## src/rtl/semaphore_pkg.sv

```systemverilog
package semaphore_pkg;

  typedef enum logic [1:0] {
    VIEW_PV_WAIT = 2'd0,
    VIEW_PV_TRY  = 2'd1,
    VIEW_RAW     = 2'd2,
    VIEW_RAW_ALT = 2'd3
  } semView_e;

  typedef struct packed {
    logic takeP;
    logic giveV;
    logic parkReq;
    logic wakeAll;
    logic respond;
  } semStrobe_t;

endpackage

```

## src/rtl/semCtrl.sv

```systemverilog
module semCtrl
  import semaphore_pkg::*;
#(
  parameter int CNT_W = 16
) (
  input  logic             rst,
  input  logic             reqValid,
  input  logic             reqWrite,
  input  logic [1:0]       reqView,
  input  logic [CNT_W-1:0] reqData,
  input  logic             countZero,
  input  logic             countMax,
  input  logic             anyWaiting,
  output logic             reqReady,
  output semStrobe_t       strobe
);

  semView_e view;
  logic accept;
  logic pvView;

  always_comb begin
    view     = semView_e'(reqView);
    reqReady = !rst;
    accept   = reqValid && reqReady;
    pvView   = (view == VIEW_PV_WAIT) || (view == VIEW_PV_TRY);

    strobe.respond = accept && !reqWrite;
    strobe.takeP   = accept && !reqWrite && pvView && !countZero;
    strobe.parkReq = accept && !reqWrite && (view == VIEW_PV_WAIT) && countZero;
    strobe.giveV   = accept && reqWrite && pvView && !countMax;
    strobe.wakeAll = accept && reqWrite && pvView && anyWaiting;
  end


  always_comb begin
    if (!rst) begin
      ready_out_chk: assert (reqReady);
    end
  end

  // the discarded write data is still expected to be driven
  always_comb begin
    if (!rst && reqValid && reqWrite) begin
      wdata_known_chk: assert (!$isunknown(reqData));
    end
  end


  always_comb begin
    if (!rst) begin
      strobe_excl_chk: assert ($onehot0({strobe.takeP, strobe.giveV, strobe.parkReq}));
    end
  end

endmodule

```

## src/rtl/semDatapath.sv

```systemverilog
module semDatapath
  import semaphore_pkg::*;
#(
  parameter int CNT_W   = 16,
  parameter int NUM_REQ = 8,
  localparam int ID_W   = $clog2(NUM_REQ)
) (
  input  logic               clk,
  input  logic               rst,
  input  semStrobe_t         strobe,
  input  logic [ID_W-1:0]    reqId,
  output logic               countZero,
  output logic               countMax,
  output logic               anyWaiting,
  output logic               respValid,
  output logic [CNT_W-1:0]   respData,
  output logic               respSuspend,
  output logic               wakeValid,
  output logic [NUM_REQ-1:0] wakeMask
);

  localparam logic [CNT_W-1:0] MAX_CNT = {CNT_W{1'b1}};

  logic [CNT_W-1:0]   count;
  logic [NUM_REQ-1:0] waiters;

  assign countZero  = (count == '0);
  assign countMax   = (count == MAX_CNT);
  assign anyWaiting = |waiters;

  always_ff @(posedge clk) begin
    if (rst) begin
      count       <= '0;
      waiters     <= '0;
      respValid   <= 1'b0;
      respData    <= '0;
      respSuspend <= 1'b0;
      wakeValid   <= 1'b0;
      wakeMask    <= '0;
    end else begin
      respValid   <= strobe.respond;
      respSuspend <= strobe.parkReq;
      respData    <= (strobe.respond && !strobe.parkReq) ? count : '0;
      if (strobe.takeP) begin
        count <= count - 1'b1;
      end else if (strobe.giveV) begin
        count <= count + 1'b1;
      end
      wakeValid <= strobe.wakeAll;
      wakeMask  <= strobe.wakeAll ? waiters : '0;
      if (strobe.wakeAll) begin
        waiters <= '0;
      end else if (strobe.parkReq) begin
        waiters[reqId] <= 1'b1;
      end
    end
  end


  count_step_chk: assert property (@(posedge clk) disable iff (rst)
    !$stable(count) |-> ((count == $past(count) + 1'b1) || (count == $past(count) - 1'b1)));


  no_wrap_chk: assert property (@(posedge clk) disable iff (rst)
    ($past(count) == MAX_CNT) |-> (count >= MAX_CNT - 1'b1));


  wake_mask_chk: assert property (@(posedge clk) disable iff (rst)
    wakeValid |-> ((wakeMask != '0) && (waiters == '0)));


  wake_pulse_chk: assert property (@(posedge clk) disable iff (rst)
    wakeValid |=> !wakeValid);


  park_resp_chk: assert property (@(posedge clk) disable iff (rst)
    (respValid && respSuspend) |-> ((respData == '0) && (waiters != '0)));

endmodule

```

## src/rtl/semaphoreCell.sv

```systemverilog
module semaphoreCell
  import semaphore_pkg::*;
#(
  parameter int CNT_W   = 16,
  parameter int NUM_REQ = 8,
  localparam int ID_W   = $clog2(NUM_REQ)
) (
  input  logic               clk,
  input  logic               rst,
  input  logic               reqValid,
  output logic               reqReady,
  input  logic               reqWrite,
  input  logic [1:0]         reqView,
  input  logic [ID_W-1:0]    reqId,
  input  logic [CNT_W-1:0]   reqData,
  output logic               respValid,
  output logic [CNT_W-1:0]   respData,
  output logic               respSuspend,
  output logic               wakeValid,
  output logic [NUM_REQ-1:0] wakeMask
);

  semStrobe_t strobe;
  logic countZero;
  logic countMax;
  logic anyWaiting;

  semCtrl #(.CNT_W(CNT_W)) u_ctrl (
    .rst        (rst),
    .reqValid   (reqValid),
    .reqWrite   (reqWrite),
    .reqView    (reqView),
    .reqData    (reqData),
    .countZero  (countZero),
    .countMax   (countMax),
    .anyWaiting (anyWaiting),
    .reqReady   (reqReady),
    .strobe     (strobe)
  );

  semDatapath #(.CNT_W(CNT_W), .NUM_REQ(NUM_REQ)) u_dp (
    .clk         (clk),
    .rst         (rst),
    .strobe      (strobe),
    .reqId       (reqId),
    .countZero   (countZero),
    .countMax    (countMax),
    .anyWaiting  (anyWaiting),
    .respValid   (respValid),
    .respData    (respData),
    .respSuspend (respSuspend),
    .wakeValid   (wakeValid),
    .wakeMask    (wakeMask)
  );

endmodule

```

## config.mk

```make
export PLATFORM = sky130hd
export DESIGN_NAME = semaphoreCell
export DESIGN_NICKNAME = d
export VERILOG_FILES = /design/src/rtl/semaphore_pkg.sv /design/src/rtl/semCtrl.sv /design/src/rtl/semDatapath.sv /design/src/rtl/semaphoreCell.sv
export SDC_FILE = /design/constraint.sdc
export NUM_CORES = 1
export LEC_CHECK = 0
export BUFFER_PORTS_ARGS = -buffer_cell sky130_fd_sc_hd__buf_4
export CORE_UTILIZATION = 35
export DETAILED_ROUTE_END_ITERATION = 7
export PLACE_DENSITY = 0.63
export SYNTH_ARGS = -nofsm -noshare
export SYNTH_HDL_FRONTEND = slang
export SYNTH_SLANG_ARGS = --single-unit
```

## constraint.sdc

```tcl
create_clock -name clk -period 3.55 [get_ports clk]
set_input_delay 0.355 -clock clk [delete_from_list [all_inputs] [get_ports clk]]
set_output_delay 0.355 -clock clk [all_outputs]
set_load 0.005 [all_outputs]
```

==> flow_metrics.py, run 1 <==
metrics = {
    "cells_and_area": {
        "antenna_cells": 0,
        "fillers": 645,
        "nNetsFinal": 355,
        "regArea_um2": 1020,
        "drive_gt1_share_pct": 21.6,
        "multi_input_area_um2": 1370,
        "syn2layout_area_growth_pct": 22.5,
        "layout.cells.most_common_list": "buf_4 (51), dfxtp_1 (51), nor2_1 (27)",
        "fin_util_pct": 44.3,
    },
    "global_route": {
        "grt_start_max_net_pins": 20,
        "grt_pass1_wl_um": 8910,
        "grt_pass1_vias": 1820,
        "overflow": 0,
        "grt_antenna_before_repair": 0,
        "grtUsageTotal_pct": 15.1,
    },
    "clock_network": {
        "hold_buffers": 0,
        "clkTransAtPathRegs_ps": 90,
        "cts_setup_buffers": 0,
        "htreeDepth": 2,
        "cts_root_buffer": "clkbuf_8",
        "cts.sinks": 51,
        "cts_buffers": 5,
        "cts-resized-gates": 0,
        "cts_tree": "yes",
        "clkLatencyLatePin_ps": 290,
        "cts_buffer_depth": 2,
    },
    "flow_run": {
        "max_cap_viol_count": 0,
    },
    "floorplanning": {
        "initial_core_util_pct": 36.2,
        "fp.dieW_um": 85.8,
        "die_area_um2": 7360,
        "fp.dieH_um": 85.8,
        "rows": 30,
        "pin_count": 53,
        "fp.coreArea_um2": 6790,
    },
    "detailed_routing": {
        "wl_um": 5360,
        "routedLengthMet1_um": 2780,
        "wire_per_inst_um": 13.0,
        "route.met2.wl_um": 2330,
        "drcViolationCount": 0,
        "route.met3.wl_um": 202,
        "top_layer": "met4",
        "drt-vias-per-instance": 5.14,
        "vias": 2113,
        "drt_iter0_markers": 114,
        "antenna_left": 0,
        "first_pass_iters": 4,
    },
    "timing": {
        "tns_ps": 0,
        "slew_headroom_pct": 44.3,
        "finalMaxSlewViolations": 0,
        "final-hold-violation-count": 0,
        "finClkSkew_ps": 7.17,
        "max_freq_mhz": 309,
        "setup_viol": 0,
        "rsz0062_at_grt": "no",
        "fin_crit_sh_pct": 91.2,
        "tightest_slew_ps": 834,
        "period_minus_slack_ps": 3240,
    },
    "worst_setup_path": {
        "startpoint_type": "flop",
        "cp_num_cells": 12,
        "cp_data_required_time_ps": 3750,
        "max_stage_delay_ps": 390,
        "path_buf_inv": 2,
        "cp.arrival_ps": 3430,
        "reg2regPathDepth": 12,
        "worstSetupPathType": "reg2reg",
        "cp_max_fo": 12,
        "cp_top_family": "compound AO/OA/AOI/OAI gates",
        "slowest_stage": "fa_1",
        "end_kind": "flop",
        "ff2ff_setup_slack_ps": 310,
        "cp_cell_sequence": "nor4_1 > nand4_1 > nand2_1 > inv_1 > buf_4 > fa_1 > a21o_1 > a21oi_1 > o21ai_0 > a21oi_1 > nor3b_1 > a2111oi_2",
        "crit_top_cell": "a21oi_1",
    },
    "min_path": {
        "hold_depth": 2,
        "hp-class": "in2reg",
    },
    "synth": {
        "avgSynthCellArea_um2": 9.21,
        "syn_area_um2": 2460,
        "synthCells": 267,
        "ys_seq_elements": 51,
        "synth_edf_count": 0,
        "seq_area_frac_synth_pct": 41.5,
        "ys_types": 51,
        "yosys_warnings": 0,
        "synth_nets": 307,
        "synth-main-ff-cell": "dfxtp_1",
        "async_reset_ff_share_pct": 0,
    },
    "pwr": {
        "leakagePower_nw": 1.40,
        "total_power_mw": 1.07,
        "ir_drop_v": 0.000163,
        "pwr_density_cell_nw_per_um2": 356,
    },
    "placement": {
        "io_buffers": 36,
        "gp_congestion": 0.841,
        "dp_hpwl_um": 4040,
    },
    "outcome": {
        "status": "completed",
    },
}
-- cells by family after synthesis --
group | after synthesis | share of synthesized area [%]
AND/OR/NAND/NOR | 114 | 26.4
XOR/XNOR | 5 | 1.78
buffers and inverters | 14 | 2.75
flip-flops | 51 | 41.5
multiplexers | 1 | 0.407
adder cells (fa/ha/maj) | 15 | 7.94
AO/OA/AOI/OAI | 67 | 19.2
-- registers in the layout, summed over array words and instances, names as in the netlist --
name / count
u_dp.count: 16
u_dp.respData: 16
u_dp.respValid: 1
u_dp.waiters: 8
u_dp.respSuspend: 1
u_dp.wakeValid: 1
u_dp.wakeMask: 8
-- metal layers --
layer  GRT usage, %  vias up
met5              0        -
met4           5.00        0
met2           23.2       56
met1           22.0      971
li1               -     1081
met3           1.83        5
-- cell usage after synthesis, drive strengths merged (4+ instances only) --
master	instances	area, µm²
o21ai	10	50.0
dfxtp	51	1020
buf	5	33.8
clkbuf	5	18.8
inv	4	15.0
nor2b	4	25.0
nor4	8	71.3
and3	12	75.1
nor2	28	108
nand4	7	43.8
a21oi	20	100
and2	17	106
or3	5	31.3
a21o	11	82.6
o21a	4	30.0
ha	14	175
nand3	9	45.0
a211oi	5	37.5
nand2	12	45.0
nor3b	4	35.0
-- cell type report --
class,instances,share of cell area [%]
Multi-Input combinational cell,202,45.5
Sequential cell,51,33.9
Timing Repair Buffer,51,12.7
Inverter,4,0.499
Clock inverter,1,0.997
Tap cell,96,3.99
Clock buffer,6,2.41
-- power by group --
group          switching, mW  leakage (nW)  internal (mW)
logic                 0.0633         0.938         0.0471
clock network          0.169        0.0513          0.207
registers            0.00765         0.412          0.580
total                  0.240          1.40          0.834
-- final timing paths --
kind | start | to
worst max-delay path | u_dp.count[2] | u_dp.count[10]
worst min-delay path | reqView[0] | u_dp.respSuspend
worst max register to register | u_dp.count[2] | u_dp.count[10]
worst min register to register | u_dp.count[15] | u_dp.count[15]
-- stage by stage --
step,setup slack [ps],area (µm²),instances,hold WS (ps)
6_report,312,3010,411,259
5_1_grt,20.8,3010,411,244
4_1_cts,260,3010,411,246
3_5_place_dp,165,2910,404,489
3_3_place_gp,143,2910,404,481
2_1_floorplan,360,2460,267,436
(Power assumes the default switching activity.)
==> run 2, diff against run 1 <==
--- a/config.mk
+++ b/config.mk
@@ -8,7 +8,8 @@
 export BUFFER_PORTS_ARGS = -buffer_cell sky130_fd_sc_hd__buf_4
 export CORE_UTILIZATION = 35
 export DETAILED_ROUTE_END_ITERATION = 7
-export PLACE_DENSITY = 0.63
+export PLACE_DENSITY = 0.64
 export SYNTH_ARGS = -nofsm -noshare
 export SYNTH_HDL_FRONTEND = slang
+export SYNTH_HIERARCHICAL = 1
 export SYNTH_SLANG_ARGS = --single-unit
==> run 2 against run 1 <==
The run now ends with DRC left. Critical path type unchanged. Clock power down 5%. Cell count down 8.8%. Total power down 5.9%. Die area down 1.9%. Sequential share of layout area up 1.9 points. Global-route usage down 1.3 points. First-iteration DRC count up 25%. Highest routed layer unchanged. Largest cell class unchanged. Setup slack better by 4.4 ps. Maximum frequency up 0.14%.
==> flow_metrics.py, run 2 <==
metrics = {
    "clock_network": {
        "cts-resized-gates": 0,
        "clkLatencyLatePin_ps": 310,
        "hold_buffers": 0,
        "cts_buffer_depth": 2,
        "cts_tree": "yes",
        "clkTransAtPathRegs_ps": 100,
        "cts_buffers": 5,
        "cts.sinks": 51,
        "cts_setup_buffers": 0,
        "htreeDepth": 2,
        "cts_root_buffer": "clkbuf_8",
    },
    "synth": {
        "synth_area_leaders": "dfxtp_1 (42%), ha_1 (7.3%), and2_1 (6.7%)",
        "avgSynthCellArea_um2": 9.30,
        "synth_common_cells": "dfxtp_1 (51), nand2_1 (27), and2_1 (26)",
        "synth.most_common_cell": "dfxtp_1",
        "synth_nets": 299,
        "yosys_warnings": 6,
        "synthCells": 259,
        "synth-main-ff-cell": "dfxtp_1",
        "synth_top_area_cell": "dfxtp_1",
        "syn_area_um2": 2410,
        "ys_types": 47,
        "netlist.area_leader.share_pct": 42.4,
        "ys_seq_elements": 51,
        "synth_edf_count": 0,
        "async_reset_ff_share_pct": 0,
        "seq_area_frac_synth_pct": 42.4,
    },
    "detailed_routing": {
        "wl_um": 4720,
        "drcViolationCount": 8,
        "wire_per_inst_um": 12.6,
        "first_pass_iters": 7,
        "vias": 1849,
        "antenna_left": 0,
        "drt_iter0_markers": 143,
        "drt-vias-per-instance": 4.93,
    },
    "worst_setup_path": {
        "cp_cell_sequence": "nor4_1 > and4_1 > nor2_1 > buf_12 > fa_1 > a21oi_4 > o22ai_2 > o211ai_2 > a31oi_2 > a311oi_2 > xnor2_1 > a22o_1",
        "cp_top_family": "compound AO/OA/AOI/OAI gates",
        "cp_max_fo": 19,
        "worstSetupPathType": "reg2reg",
        "cp_data_required_time_ps": 3750,
        "reg2regPathDepth": 12,
        "slowest_stage": "fa_1",
        "max_stage_delay_ps": 490,
        "startpoint_type": "flop",
        "r2r_end": "u_dp/count[14]",
        "cp.arrival_ps": 3430,
        "end_kind": "flop",
        "path_buf_inv": 1,
        "r2r_start": "u_dp/count[3]",
        "ff2ff_setup_slack_ps": 320,
    },
    "pwr": {
        "clkPwrFrac_pct": 35.3,
        "pwr_density_cell_nw_per_um2": 354,
        "pwr-share-seq_pct": 57.7,
        "leakagePower_nw": 1.21,
        "ir_drop_v": 0.000188,
        "intPower_uw": 754,
        "p_comb_share_pct": 7.0,
        "swShare_pct": 25.3,
        "p_switching_uw": 255,
    },
    "timing": {
        "setup_viol": 0,
        "tns_ps": 0,
        "tightest_slew_ps": 902,
        "fin_crit_sh_pct": 91.1,
        "final-hold-violation-count": 0,
        "finalMaxSlewViolations": 0,
        "rsz0062_at_grt": "no",
        "period_minus_slack_ps": 3230,
        "max_freq_mhz": 309,
        "slew_headroom_pct": 39.8,
        "finClkSkew_ps": 17.7,
    },
    "floorplanning": {
        "fp.coreArea_um2": 6490,
        "fp.dieW_um": 85.0,
        "pin_count": 53,
        "fp.dieH_um": 85.0,
        "initial_core_util_pct": 37.1,
        "die_area_um2": 7220,
        "rows": 29,
    },
    "global_route": {
        "grt_pass1_vias": 1712,
        "grtUsageTotal_pct": 13.8,
        "overflow": 0,
        "grt_antenna_before_repair": 0,
        "grt_start_max_net_pins": 32,
        "grt_pass1_wl_um": 8010,
    },
    "placement": {
        "dp_hpwl_um": 3430,
        "place_area_um2": 2750,
        "io_buffers": 36,
        "gp_congestion": 0.801,
    },
    "cells_and_area": {
        "syn2layout_area_growth_pct": 18.3,
        "layout_commonest_cell": "dfxtp_1",
        "layout.cells.most_common_list": "dfxtp_1 (51), buf_4 (38), nand2_1 (27)",
        "antenna_cells": 0,
        "nNetsFinal": 337,
        "top_regs": "u_dp/count x16, u_dp/respData x16",
        "drive_gt1_share_pct": 18.8,
        "final_area_um2": 2850,
    },
    "outcome": {
        "violations": "DRC",
        "status": "finished, violations left",
    },
    "min_path": {
        "hold_depth": 3,
        "hold_start": "reqWrite",
        "holdPathEnd": "u_dp/respValid",
        "hp-class": "in2reg",
    },
    "flow_run": {
        "max_cap_viol_count": 0,
    },
}
[run 2: stage by stage]
| stage | setup WS [ps] | cells | hold WS (ps) | total power [mW] | util, % |
|---|---|---|---|---|---|
| global route | 89.0 | 375 | 363 | 1.05 | 43.9 |
| floorplan | 125 | 259 | 454 | 0.645 | - |
| finish | 316 | 375 | 367 | 1.01 | 43.9 |
| global placement | 271 | 367 | 477 | 0.666 | 42.4 |
| detailed placement | 274 | 367 | 478 | 0.667 | 42.4 |
| CTS | 341 | 375 | 364 | 1.03 | 43.9 |
[run 2: cells by family after synthesis]
logic type	share of synthesized area, %
DFF	42.4
muxes	0.831
and+or+nand+nor	25.3
xor gates and xnor gates	4.72
AOI/OAI and AO/OA	15.0
adders and majority gates	8.10
buffers and inverters	3.63
[run 2: area by class of cell]
class	count	area, µm²
clock inverters	3	28.8
multi-input cells	192	1300
inverters	8	30.0
clock buffers	5	68.8
fillers	647	3640
repair buffers	39	305
flip-flops and latches	51	1020
well taps	77	96.3
[run 2: layer usage]
layer	global-route usage, %	vias to the layer above	routed length, µm
li1	-	982	-
met5	0	-	0
met1	18.4	820	2340
met4	4.62	0	61
met2	22.6	42	2130
met3	2.63	5	182
[run 2: worst register-to-register path, cell delays in order (launching register included)]
cell	delay [ps]
dfxtp_1	360
nor4_1	420
and4_1	270
nor2_1	80
buf_12	160
fa_1	500
a21oi_4	200
o22ai_2	110
o211ai_2	180
a31oi_2	170
a311oi_2	320
xnor2_1	120
a22o_1	230
[run 2: worst max path at each step]
stage / cells after the start / to / startpoint
5_1_grt: 12 / u_dp/count[15] / u_dp/count[3]
2_1_floorplan: 10 / u_dp/count[15] / rst
3_3_place_gp: 12 / u_dp/count[15] / rst
3_5_place_dp: 12 / u_dp/count[15] / rst
6_report: 12 / u_dp/count[14] / u_dp/count[3]
4_1_cts: 12 / u_dp/count[14] / u_dp/count[3]
[run 2: power groups by stage]
stage                     Sequential, mW  Clock, mW  Combinational (mW)
after detailed placement           0.596          0              0.0707
final                              0.583      0.356              0.0706
after global placement             0.596          0              0.0697
after floorplan                    0.595          0              0.0498
after global routing               0.584      0.388              0.0794
after CTS                          0.583      0.371              0.0710
==> run 3, diff against run 2 <==
==> constraint.sdc (replaced) <==
create_clock -name clk -period 4 [get_ports clk]
set_input_delay 0.4 -clock clk [delete_from_list [all_inputs] [get_ports clk]]
set_output_delay 0.4 -clock clk [all_outputs]
set_load 0.005 [all_outputs]
==> run 3 against run 2 <==
The run still ends with DRC left. Sequential power fell by 11%. Die area unchanged. Worst hold slack better by 58 ps. First-iteration DRC count is 36% lower. Register-to-register slack improved by 430 ps. Sequential share of layout area up 0.48 points. Critical path type unchanged.
==> flow_metrics.py, run 3 (synthesis results as in run 2) <==
metrics = {
    "worst_setup_path": {
        "cp.arrival_ps": 3450,
        "path_buf_inv": 1,
        "cp_max_fo": 19,
        "max_stage_delay_ps": 500,
        "ff2ff_setup_slack_ps": 750,
        "startpoint_type": "flop",
        "end_kind": "flop",
        "cp_cell_sequence": "nor4_1 > and4_1 > nor2_1 > buf_4 > fa_1 > a21oi_4 > o22ai_2 > o211ai_2 > a31oi_2 > a311oi_2 > xnor2_1 > a22o_1",
        "cp_top_family": "compound AO/OA/AOI/OAI gates",
        "slowest_stage": "fa_1",
        "cp_data_required_time_ps": 4200,
        "worstSetupPathType": "reg2reg",
    },
    "clock_network": {
        "cts_tree": "yes",
        "cts-resized-gates": 0,
        "hold_buffers": 0,
        "cts.sinks": 51,
        "cts_root_buffer": "clkbuf_8",
        "clkTransAtPathRegs_ps": 90,
        "cts_buffers": 5,
        "htreeDepth": 2,
        "cts_setup_buffers": 0,
        "cts_buffer_depth": 2,
        "clkLatencyLatePin_ps": 300,
    },
    "cells_and_area": {
        "fillers": 646,
        "nNetsFinal": 335,
        "layout.cells.most_common_list": "dfxtp_1 (51), buf_4 (37), nand2_1 (27)",
        "multi_input_area_um2": 1300,
        "top_regs": "u_dp/count x16, u_dp/respData x16",
        "antenna_cells": 0,
        "syn2layout_area_growth_pct": 16.8,
        "layout_commonest_cell": "dfxtp_1",
        "drive_gt1_share_pct": 18.2,
        "regArea_um2": 1020,
    },
    "detailed_routing": {
        "wl_um": 4770,
        "drcViolationCount": 8,
        "wire_per_inst_um": 12.8,
        "antenna_left": 0,
        "drt-vias-per-instance": 5.10,
        "vias": 1903,
        "first_pass_iters": 8,
        "drt_iter0_markers": 91,
    },
    "timing": {
        "setup_viol": 0,
        "max_freq_mhz": 308,
        "tns_ps": 0,
        "finalMaxSlewViolations": 0,
        "period_minus_slack_ps": 3250,
        "rsz0062_at_grt": "no",
        "fin_crit_sh_pct": 81.3,
        "slew_headroom_pct": 36.3,
        "final-hold-violation-count": 0,
        "finClkSkew_ps": 5.62,
        "tightest_slew_ps": 953,
        "hold_ws_ps": 425,
    },
    "global_route": {
        "overflow": 0,
        "grt_pass1_wl_um": 8120,
        "grt_pass1_vias": 1763,
        "grtUsageTotal_pct": 14.0,
        "grt_antenna_before_repair": 0,
        "grt_start_max_net_pins": 33,
    },
    "floorplanning": {
        "fp.dieH_um": 85.0,
        "fp.dieW_um": 85.0,
        "initial_core_util_pct": 37.1,
        "fp.coreArea_um2": 6490,
        "die_area_um2": 7220,
        "pin_count": 53,
        "rows": 29,
    },
    "placement": {
        "gp_congestion": 0.805,
        "io_buffers": 36,
        "dp_hpwl_um": 3500,
    },
    "pwr": {
        "ir_drop_v": 0.000127,
        "intPower_uw": 661,
        "clkPwrFrac_pct": 33.4,
        "leakagePower_nw": 1.20,
        "pwr-share-seq_pct": 59.6,
        "pwr_density_cell_nw_per_um2": 309,
        "swShare_pct": 23.9,
        "p_comb_share_pct": 7.0,
        "p_switching_uw": 208,
    },
    "flow_run": {
        "max_cap_viol_count": 0,
    },
    "min_path": {
        "hp-class": "in2reg",
    },
    "outcome": {
        "violations": "DRC",
        "status": "finished, violations left",
    },
}
run 3: power groups by stage:
stage | Combinational [mW] | Sequential (mW) | Clock [mW]
3_3_place_gp | 0.0602 | 0.529 | 0
2_1_floorplan | 0.0442 | 0.528 | 0
6_report | 0.0609 | 0.517 | 0.290
4_1_cts | 0.0613 | 0.518 | 0.304
3_5_place_dp | 0.0610 | 0.530 | 0
5_1_grt | 0.0686 | 0.519 | 0.321
run 3: layout make-up:
type                            count  area share [%]
Clock inverter                      3           0.667
Sequential cell                    51            36.3
Clock buffer                        5            2.45
Tap cell                           77            3.42
Multi-Input combinational cell    192            46.2
Timing Repair Buffer               37            9.87
Inverter                            8            1.07
run 3: final timing paths:
check / cells after the start / end / startpoint
max: 12 / u_dp/count[14] / u_dp/count[3]
min: 3 / u_dp/respSuspend / reqView[0]
max reg2reg: 12 / u_dp/count[14] / u_dp/count[3]
min reg2reg: 1 / u_dp/wakeMask[0] / u_dp/waiters[0]
run 3: worst min-delay path, cell delays in order:
cell	delay, ps
buf_4	90
nor3b_2	70
nor2b_1	130
run 3: per-stage QoR:
step	power, mW	cell area (µm²)	setup WS, ps	instances	utilization [%]
final	0.869	2810	750	373	43.3
after global routing	0.908	2810	493	373	43.3
after CTS	0.883	2810	734	373	43.3
after detailed placement	0.591	2730	559	365	42.0
after global placement	0.589	2730	602	365	42.0
after floorplan	0.572	2410	530	259	-
run 3: layer usage:
| metal | share of wire [%] | vias up | GRT usage [%] |
|---|---|---|---|
| met4 | 1.3 | 0 | 4.62 |
| li1 | - | 986 | - |
| met1 | 48 | 868 | 17.8 |
| met3 | 4.1 | 5 | 2.33 |
| met2 | 46 | 44 | 24.3 |
| met5 | 0 | - | 0 |
